$ cat src/rtl/bitlogic_pkg.sv
// Package: shared operation codes and flag layout for the bitwise logic unit.
// Assumes: consumers use op codes exactly as listed; codes above OP_TEST are undefined.
package bitlogic_pkg;

    typedef enum logic [2:0] {
        OP_AND  = 3'd0,
        OP_OR   = 3'd1,
        OP_XOR  = 3'd2,
        OP_NOT  = 3'd3,
        OP_TEST = 3'd4
    } bl_op_e;

    // Flag file layout, most significant field first (bit 5 .. bit 0).
    typedef struct packed {
        logic sign;
        logic zero;
        logic parity;
        logic carry;
        logic ovf;
        logic aux;
    } bl_flags_t;

    localparam int FLAG_W = 6;

endpackage

$ cat src/rtl/bitlogic_result_path.sv
// Module: computes the bitwise result and the destination write-enable.
// Assumes: WORD_W is a whole multiple of BYTE_W; in byte mode only lane 0 is
// operated on and every higher lane passes the destination through.
module bitlogic_result_path #(
    parameter int WORD_W = 16,
    parameter int BYTE_W = 8
) (
    input  logic [2:0]        op_sel,
    input  logic              byte_mode,
    input  logic              in_valid,
    input  logic [WORD_W-1:0] dst_val,
    input  logic [WORD_W-1:0] src_val,
    output logic [WORD_W-1:0] result,
    output logic              dst_we
);
    import bitlogic_pkg::*;

    localparam int LANES = WORD_W / BYTE_W;

    logic [WORD_W-1:0] full_res;

    // Full-width bitwise operation selected by the op code.
    always_comb begin
        case (op_sel)
            OP_AND, OP_TEST: full_res = dst_val & src_val;
            OP_OR:           full_res = dst_val | src_val;
            OP_XOR:          full_res = dst_val ^ src_val;
            OP_NOT:          full_res = ~dst_val;
            default:         full_res = dst_val;
        endcase
    end

    // Lane steering: lane 0 always takes the operation, upper lanes only in word mode.
    for (genvar ln = 0; ln < LANES; ln++) begin : g_lane
        if (ln == 0) begin : g_low
            assign result[BYTE_W-1:0] = full_res[BYTE_W-1:0];
        end else begin : g_high
            assign result[ln*BYTE_W +: BYTE_W] = byte_mode ? dst_val[ln*BYTE_W +: BYTE_W]
                                                           : full_res[ln*BYTE_W +: BYTE_W];
        end
    end

    // Write-enable: stores for the four writing operations, never for test or undefined codes.
    always_comb begin
        case (op_sel)
            OP_AND, OP_OR, OP_XOR, OP_NOT: dst_we = in_valid;
            default:                       dst_we = 1'b0;
        endcase
    end

endmodule

$ cat src/rtl/bitlogic_flag_eval.sv
// Module: derives the next flag value and the update strobe from the result.
// Assumes: result is the steered output of the result path; parity always
// looks at the low byte only, sign and zero follow the selected width.
module bitlogic_flag_eval #(
    parameter int WORD_W = 16,
    parameter int BYTE_W = 8
) (
    input  logic [2:0]                op_sel,
    input  logic                      byte_mode,
    input  logic                      in_valid,
    input  logic [WORD_W-1:0]         result,
    input  bitlogic_pkg::bl_flags_t   cur_flags,
    output bitlogic_pkg::bl_flags_t   nxt_flags,
    output logic                      flag_upd
);
    import bitlogic_pkg::*;

    logic sign_bit;
    logic zero_bit;
    logic par_bit;

    // Width-dependent sign and zero, low-byte even parity.
    always_comb begin
        sign_bit = byte_mode ? result[BYTE_W-1] : result[WORD_W-1];
        zero_bit = byte_mode ? ~|result[BYTE_W-1:0] : ~|result;
        par_bit  = ~^result[BYTE_W-1:0];
    end

    // Update strobe: only flag-writing operations with a valid input.
    always_comb begin
        case (op_sel)
            OP_AND, OP_OR, OP_XOR, OP_TEST: flag_upd = in_valid;
            default:                        flag_upd = 1'b0;
        endcase
    end

    // Next flag word: carry and overflow forced low, auxiliary carry kept.
    always_comb begin
        nxt_flags.sign   = sign_bit;
        nxt_flags.zero   = zero_bit;
        nxt_flags.parity = par_bit;
        nxt_flags.carry  = 1'b0;
        nxt_flags.ovf    = 1'b0;
        nxt_flags.aux    = cur_flags.aux;
    end

endmodule

$ cat src/rtl/bitlogic_flag_file.sv
// Module: registered flag storage with synchronous active-low reset.
// Assumes: upd is a single-cycle qualified strobe from the flag evaluator.
module bitlogic_flag_file (
    input  logic                    clk,
    input  logic                    rst_n,
    input  logic                    upd,
    input  bitlogic_pkg::bl_flags_t nxt,
    output bitlogic_pkg::bl_flags_t q
);
    // Flag register: clear on reset, load on strobe, otherwise hold.
    always_ff @(posedge clk) begin
        if (!rst_n) begin
            q <= '0;
        end else if (upd) begin
            q <= nxt;
        end
    end

endmodule

$ cat src/rtl/bitlogic_unit.sv
// Module: top of the bitwise logic unit; result path, flag evaluator, flag file.
// Assumes: operands arrive already fetched; result and dst_we are combinational,
// flags_q is the registered flag file visible from the cycle after an update.
module bitlogic_unit #(
    parameter int WORD_W = 16,
    parameter int BYTE_W = 8
) (
    input  logic              clk,
    input  logic              rst_n,
    input  logic              in_valid,
    input  logic [2:0]        op_sel,
    input  logic              byte_mode,
    input  logic [WORD_W-1:0] dst_val,
    input  logic [WORD_W-1:0] src_val,
    output logic [WORD_W-1:0] result,
    output logic              dst_we,
    output logic [5:0]        flags_q
);
    import bitlogic_pkg::*;

    bl_flags_t flag_cur;
    bl_flags_t flag_nxt;
    logic      flag_upd;

    bitlogic_result_path #(.WORD_W(WORD_W), .BYTE_W(BYTE_W)) u_res (
        .op_sel    (op_sel),
        .byte_mode (byte_mode),
        .in_valid  (in_valid),
        .dst_val   (dst_val),
        .src_val   (src_val),
        .result    (result),
        .dst_we    (dst_we)
    );

    bitlogic_flag_eval #(.WORD_W(WORD_W), .BYTE_W(BYTE_W)) u_eval (
        .op_sel    (op_sel),
        .byte_mode (byte_mode),
        .in_valid  (in_valid),
        .result    (result),
        .cur_flags (flag_cur),
        .nxt_flags (flag_nxt),
        .flag_upd  (flag_upd)
    );

    bitlogic_flag_file u_flags (
        .clk   (clk),
        .rst_n (rst_n),
        .upd   (flag_upd),
        .nxt   (flag_nxt),
        .q     (flag_cur)
    );

    assign flags_q = flag_cur;

endmodule

$ cat config.mk
export PLATFORM = sky130hd
export DESIGN_NAME = bitlogic_unit
export DESIGN_NICKNAME = d
export VERILOG_FILES = /design/src/rtl/bitlogic_pkg.sv /design/src/rtl/bitlogic_result_path.sv /design/src/rtl/bitlogic_flag_eval.sv /design/src/rtl/bitlogic_flag_file.sv /design/src/rtl/bitlogic_unit.sv
export SDC_FILE = /design/constraint.sdc
export NUM_CORES = 1
export LEC_CHECK = 0
export ABC_AREA = 1
export BUFFER_PORTS_ARGS = -buffer_cell sky130_fd_sc_hd__buf_2
export CAP_MARGIN = 5
export CORE_UTILIZATION = 45
export CTS_CLUSTER_SIZE = 30
export DETAILED_ROUTE_END_ITERATION = 6
export PLACE_DENSITY = 0.75
export RECOVER_POWER = 25
export SYNTH_ARGS = -nofsm -noshare
export SYNTH_HDL_FRONTEND = slang
export SYNTH_SLANG_ARGS = --single-unit
$ cat constraint.sdc
create_clock -name clk -period 6.1 [get_ports clk]
set_input_delay 1.525 -clock clk [delete_from_list [all_inputs] [get_ports clk]]
set_output_delay 1.525 -clock clk [all_outputs]
set_load 0.1 [all_outputs]
-- Word level (Yosys, flattened, before mapping)
Cells that the tools add are included.
- register bits after elaboration: 3
- output and inout bits: 23
- input bits: 39
- logic and storage cells: 26
- bitwise gates (word level): 4
- eq/ne operators: 4
- muxes and demuxes: 6
- reductions and logical operators: 9
- operators with widths (operator ; number):
    case mux 16 bit (4 select lines) ; 1
    AND 16 bit ; 1
    inverter 16 bit ; 1
    OR 16 bit ; 1
    OR reduction 16 bit ; 1
    bitwise XOR 16 bit ; 1
    two-way mux 8 bit ; 1
    OR reduction 4 bit ; 2
    OR reduction 8 bit ; 1
    XNOR reduction 8 bit ; 1
    == test 3 x 2 -> 1 bit, second input constant ; 2
    two-way mux 1 bit ; 4
    == test 3 x 1 -> 1 bit, second input constant ; 1
    == test 3 bit, second input constant ; 1
    logical NOT 3 bit ; 1
    logical NOT 1 bit ; 2
    OR reduction 2 bit ; 1

-- Logic depth before layout (Yosys ltp)
- depth after elaboration: 7
- gate-level depth with buffers: 15
- depth with buffers taken out: 14

-- Cells and area by module
A second synthesis with hierarchy kept.
- cells, all modules: 294
- area, all modules: 1690.4 um^2
- by module, submodules not included (module ; sequential area each (um^2) ; area an instance (um^2) ; cells an instance ; instances):
    bitlogic_result_path ; 0.0 ; 1207.4 ; 218 ; 1
    bitlogic_flag_file ; 120.1 ; 256.5 ; 37 ; 1
    bitlogic_flag_eval ; 0.0 ; 226.5 ; 39 ; 1

-- Least setup slack after synthesis
OpenSTA, ideal clock, no wires.
- kind: in2out
- from: input port op_sel[1]
- to: output port result[0]
- data required time: 4575 ps
- path slack: 1679 ps
- arrival time: 2896 ps
- buffers on the path: 2
- stages: 7
- cells stage by stage: buf_6 -> nor2_4 -> buf_2 -> nand2_1 -> o21ai_0 -> a221oi_1 -> nand2_1
- cells in the longest elaborated chain, start to end: 3
- elaborated cells between the ends (all ways): 7
- classes of those cells: 4 x eq/ne; 1 x mux; 2 x reduce/logical
- RTL lines (what ; line ; source):
    start: declaration ; bitlogic_unit.sv:11 ; input logic [2:0] op_sel,
    == test 3 bit / logical NOT 3 bit (equally long branches) ; bitlogic_result_path.sv:24 ; case (op_sel)
    OR reduction 2 bit ; bitlogic_result_path.sv:24 ;
    case mux 16 bit (4 select lines) (*) ; bitlogic_result_path.sv:24 ;
    end: declaration ; bitlogic_unit.sv:15 ; output logic [WORD_W-1:0] result,
Mark *: on every way between the ends. The rest lies on a longest branch, timed or not.

-- Worst setup path in the final report
- from: input port op_sel[1]
- to: output port result[7]
Same word-level chain as after synthesis.

==> flow_summary.json <==
{
  "dp_cells": 360,
  "grt_max_degree": 17,
  "ys_seq_elements": 3,
  "max-cap-violations": 0,
  "die_height_um": 61.3,
  "cp.required_ns": 4.58,
  "r2r-end": "u_flags.q[3]",
  "min_period_ns": 5.11,
  "rsz0062_at_grt": "false",
  "gr-usage-met1_pct": 25.5,
  "largest-register": "u_flags.q",
  "vias": 1726,
  "min_path_type": "reg -> reg",
  "core-area_um2": 3360,
  "r2r-start": "u_flags.q[3]",
  "startpoint": "op_sel[1]",
  "top_usage_layer": "met2",
  "yosys.area.top_type": "ha_1",
  "critical_path.max_fanout": 16,
  "ant_nets": 0,
  "powerDensity_nw_per_um2": 154,
  "cts_made_buffers": 3,
  "cts.sinks": 3,
  "root_buffer": "clkbuf_4",
  "antenna_cells": 0,
  "post_cts_resized": 0,
  "grt_pass1_wl_um": 5800,
  "synth_area_leaders": "ha_1, nand2_1, inv_1, nor2_1, a221oi_1",
  "finalClockSkew_ns": 0,
  "largest_register_ffs": 3,
  "drtIter0Drc": 78,
  "period_share_pct": 83.7,
  "gr-total-overflow": 0,
  "grt_usage_pct": 19.6,
  "wire_per_inst_um": 9.64,
  "timing.fmax_mhz": 196,
  "area_growth_pct": 19.6,
  "postCtsSetupRepairBufs": 0,
  "hold_viol": 0,
  "reg_top3": "u_flags.q x3",
  "slew_viol_final": 0,
  "dpl.hpwl_um": 2830,
  "status": "completed",
  "setup-tns-final_ns": 0,
  "fp.dieW_um": 61.3,
  "setup.worst_path.end": "result[7]",
  "syn_inst": 261,
  "ctsHtreeMaxLevel": 1,
  "drt-total-wl_um": 3510,
  "grtUsageMet3_pct": 0.630,
  "final_cells": 364,
  "dieArea_um2": 3750,
  "postSynthAreaPerCell_um2": 6.05,
  "r2r_cells": 2,
  "final_nets": 394,
  "worst_pin_slew_ns": 1.16,
  "netlist_area_um2": 1580,
  "cts_buffer_depth": 2,
  "grt_pass1_vias": 1425,
  "yosys_warnings": 0,
  "detail_route.vias_per_cell": 4.74,
  "start_kind": "input port",
  "arrival_ns": 3.58,
  "critPathKind": "in -> out",
  "drtPass1Iterations": 4,
  "clkLatencyLatePin_ns": 0.24,
  "floorplan.initialDensity_pct": 47.0,
  "drive_gt1_share_pct": 24.2,
  "maxSlewHeadroom_pct": 23.2,
  "portBuffers": 58,
  "cts_tree": "yes",
  "rows": 21,
  "clk_pin_slew_ns": 0.04,
  "antenna_found_initial": 0,
  "synth_cell_types": 30,
  "hold_buffers": 0,
  "ioPinCount": 62,
  "gp_congestion": 0.811,
  "cp-end-kind": "output pin",
  "finalSetupViolations": 0,
  "synth_top_area_share_pct": 28.5,
  "p_leak_uw": 0.00122,
  "drc_errors": 0,
  "gr-usage-met2_pct": 36.5,
  "rrSetupSlack_ns": 5.46,
  "peakVddDrop_uv": 99.8,
  "yosysSeqAreaShare_pct": 3.80
}
[where the power goes]
group / switching, uW / leakage (uW) / internal (uW)
Clock: 12.0 / 0.0000150 / 24.6
Combinational: 178 / 0.00118 / 53.5
Sequential: 0.691 / 0.0000245 / 21.1
[per-stage QoR]
| step | util, % | instance area, um^2 | power (uW) | setup slack, ns | hold WS [ns] |
|---|---|---|---|---|---|
| 6_report | 56.2 | 1890 | 290 | 0.993 | 0.490 |
| 5_1_grt | 56.2 | 1890 | 312 | 0.782 | 0.495 |
| 4_1_cts | 56.5 | 1900 | 292 | 1.54 | 0.485 |
| 3_5_place_dp | 55.7 | 1870 | 255 | 1.54 | 0.479 |
| 3_3_place_gp | 55.7 | 1870 | 253 | 1.58 | 0.472 |
| 2_1_floorplan | - | 1590 | 213 | 1.68 | 0.934 |
[layer usage]
layer | vias up | wire length (um)
met5 | - | 0
met4 | 0 | 14
met3 | 2 | 220
met2 | 55 | 1720
met1 | 748 | 1560
li1 | 921 | -
[layout by cell type, fill, tap and decap left out, types with 4 or more instances in the layout]
cell type	count
a21oi_1	4
a221oi_1	7
buf_2	55
clkbuf_1	4
ha_1	36
inv_1	61
nand2_1	70
nand3_1	4
nand3b_1	4
nand4_1	6
nor2_1	24
o21ai_0	9
[logic make-up (layout without fill, tap and decap cells)]
family / Yosys count / in the layout / synth area share [%]
AND/OR/NAND/NOR: 118 / 118 / 34.0
adder cells (fa/ha/maj): 36 / 36 / 28.5
AO/OA/AOI/OAI: 28 / 28 / 12.3
flip-flops: 3 / 3 / 3.80
other: 1 / 3 / 0.237
XOR/XNOR: 3 / 3 / 1.66
buffers and inverters: 72 / 127 / 19.5
[worst max-delay path, cell delays in order]
cell and delay (ns):
buf_2 0.20, nand2_1 0.11, nor2_1 0.87, a22oi_2 0.18, o211ai_1 0.16, nor2_2 0.08
inv_1 0.05, buf_2 0.41
[synth_stat cells]
library cell and n:
nand2_1 70, inv_1 61, ha_1 36, nor2_1 23, o21ai_0 9, a221oi_1 7
nand4_1 6, a21oi_1 4, nand3_1 4, nand3b_1 4, nor2_4 4, a21oi_2 3
buf_4 3, buf_6 3, dfxtp_1 3, inv_2 3, nand2_2 3, o211ai_1 2
xnor2_1 2, a22oi_2 1, buf_2 1, conb_1 1, inv_4 1, nand2_4 1
nand3_2 1, nor2_2 1, nor3_2 1, o21ai_1 1, o21ai_2 1, xor2_1 1
[cell type report]
type / instances / area [um^2]
clock buffers: 4 / 26.3
repair buffers: 58 / 287
well taps: 46 / 57.6
inverters: 65 / 246
multi-input cells: 188 / 1210
fillers: 375 / 1470
flip-flops and latches: 3 / 60.1
[worst min path at each step]
stage | depth (start not counted) | to | startpoint | slack [ns]
6_report | 2 | u_flags.q[4] | u_flags.q[4] | 0.49
4_1_cts | 2 | u_flags.q[4] | u_flags.q[4] | 0.49
3_5_place_dp | 2 | u_flags.q[4] | u_flags.q[4] | 0.48
3_3_place_gp | 2 | u_flags.q[4] | u_flags.q[4] | 0.47
2_1_floorplan | 2 | u_flags.q[4] | u_flags.q[4] | 0.93
5_1_grt | 2 | u_flags.q[4] | u_flags.q[4] | 0.50
(Power assumes the default switching activity.)
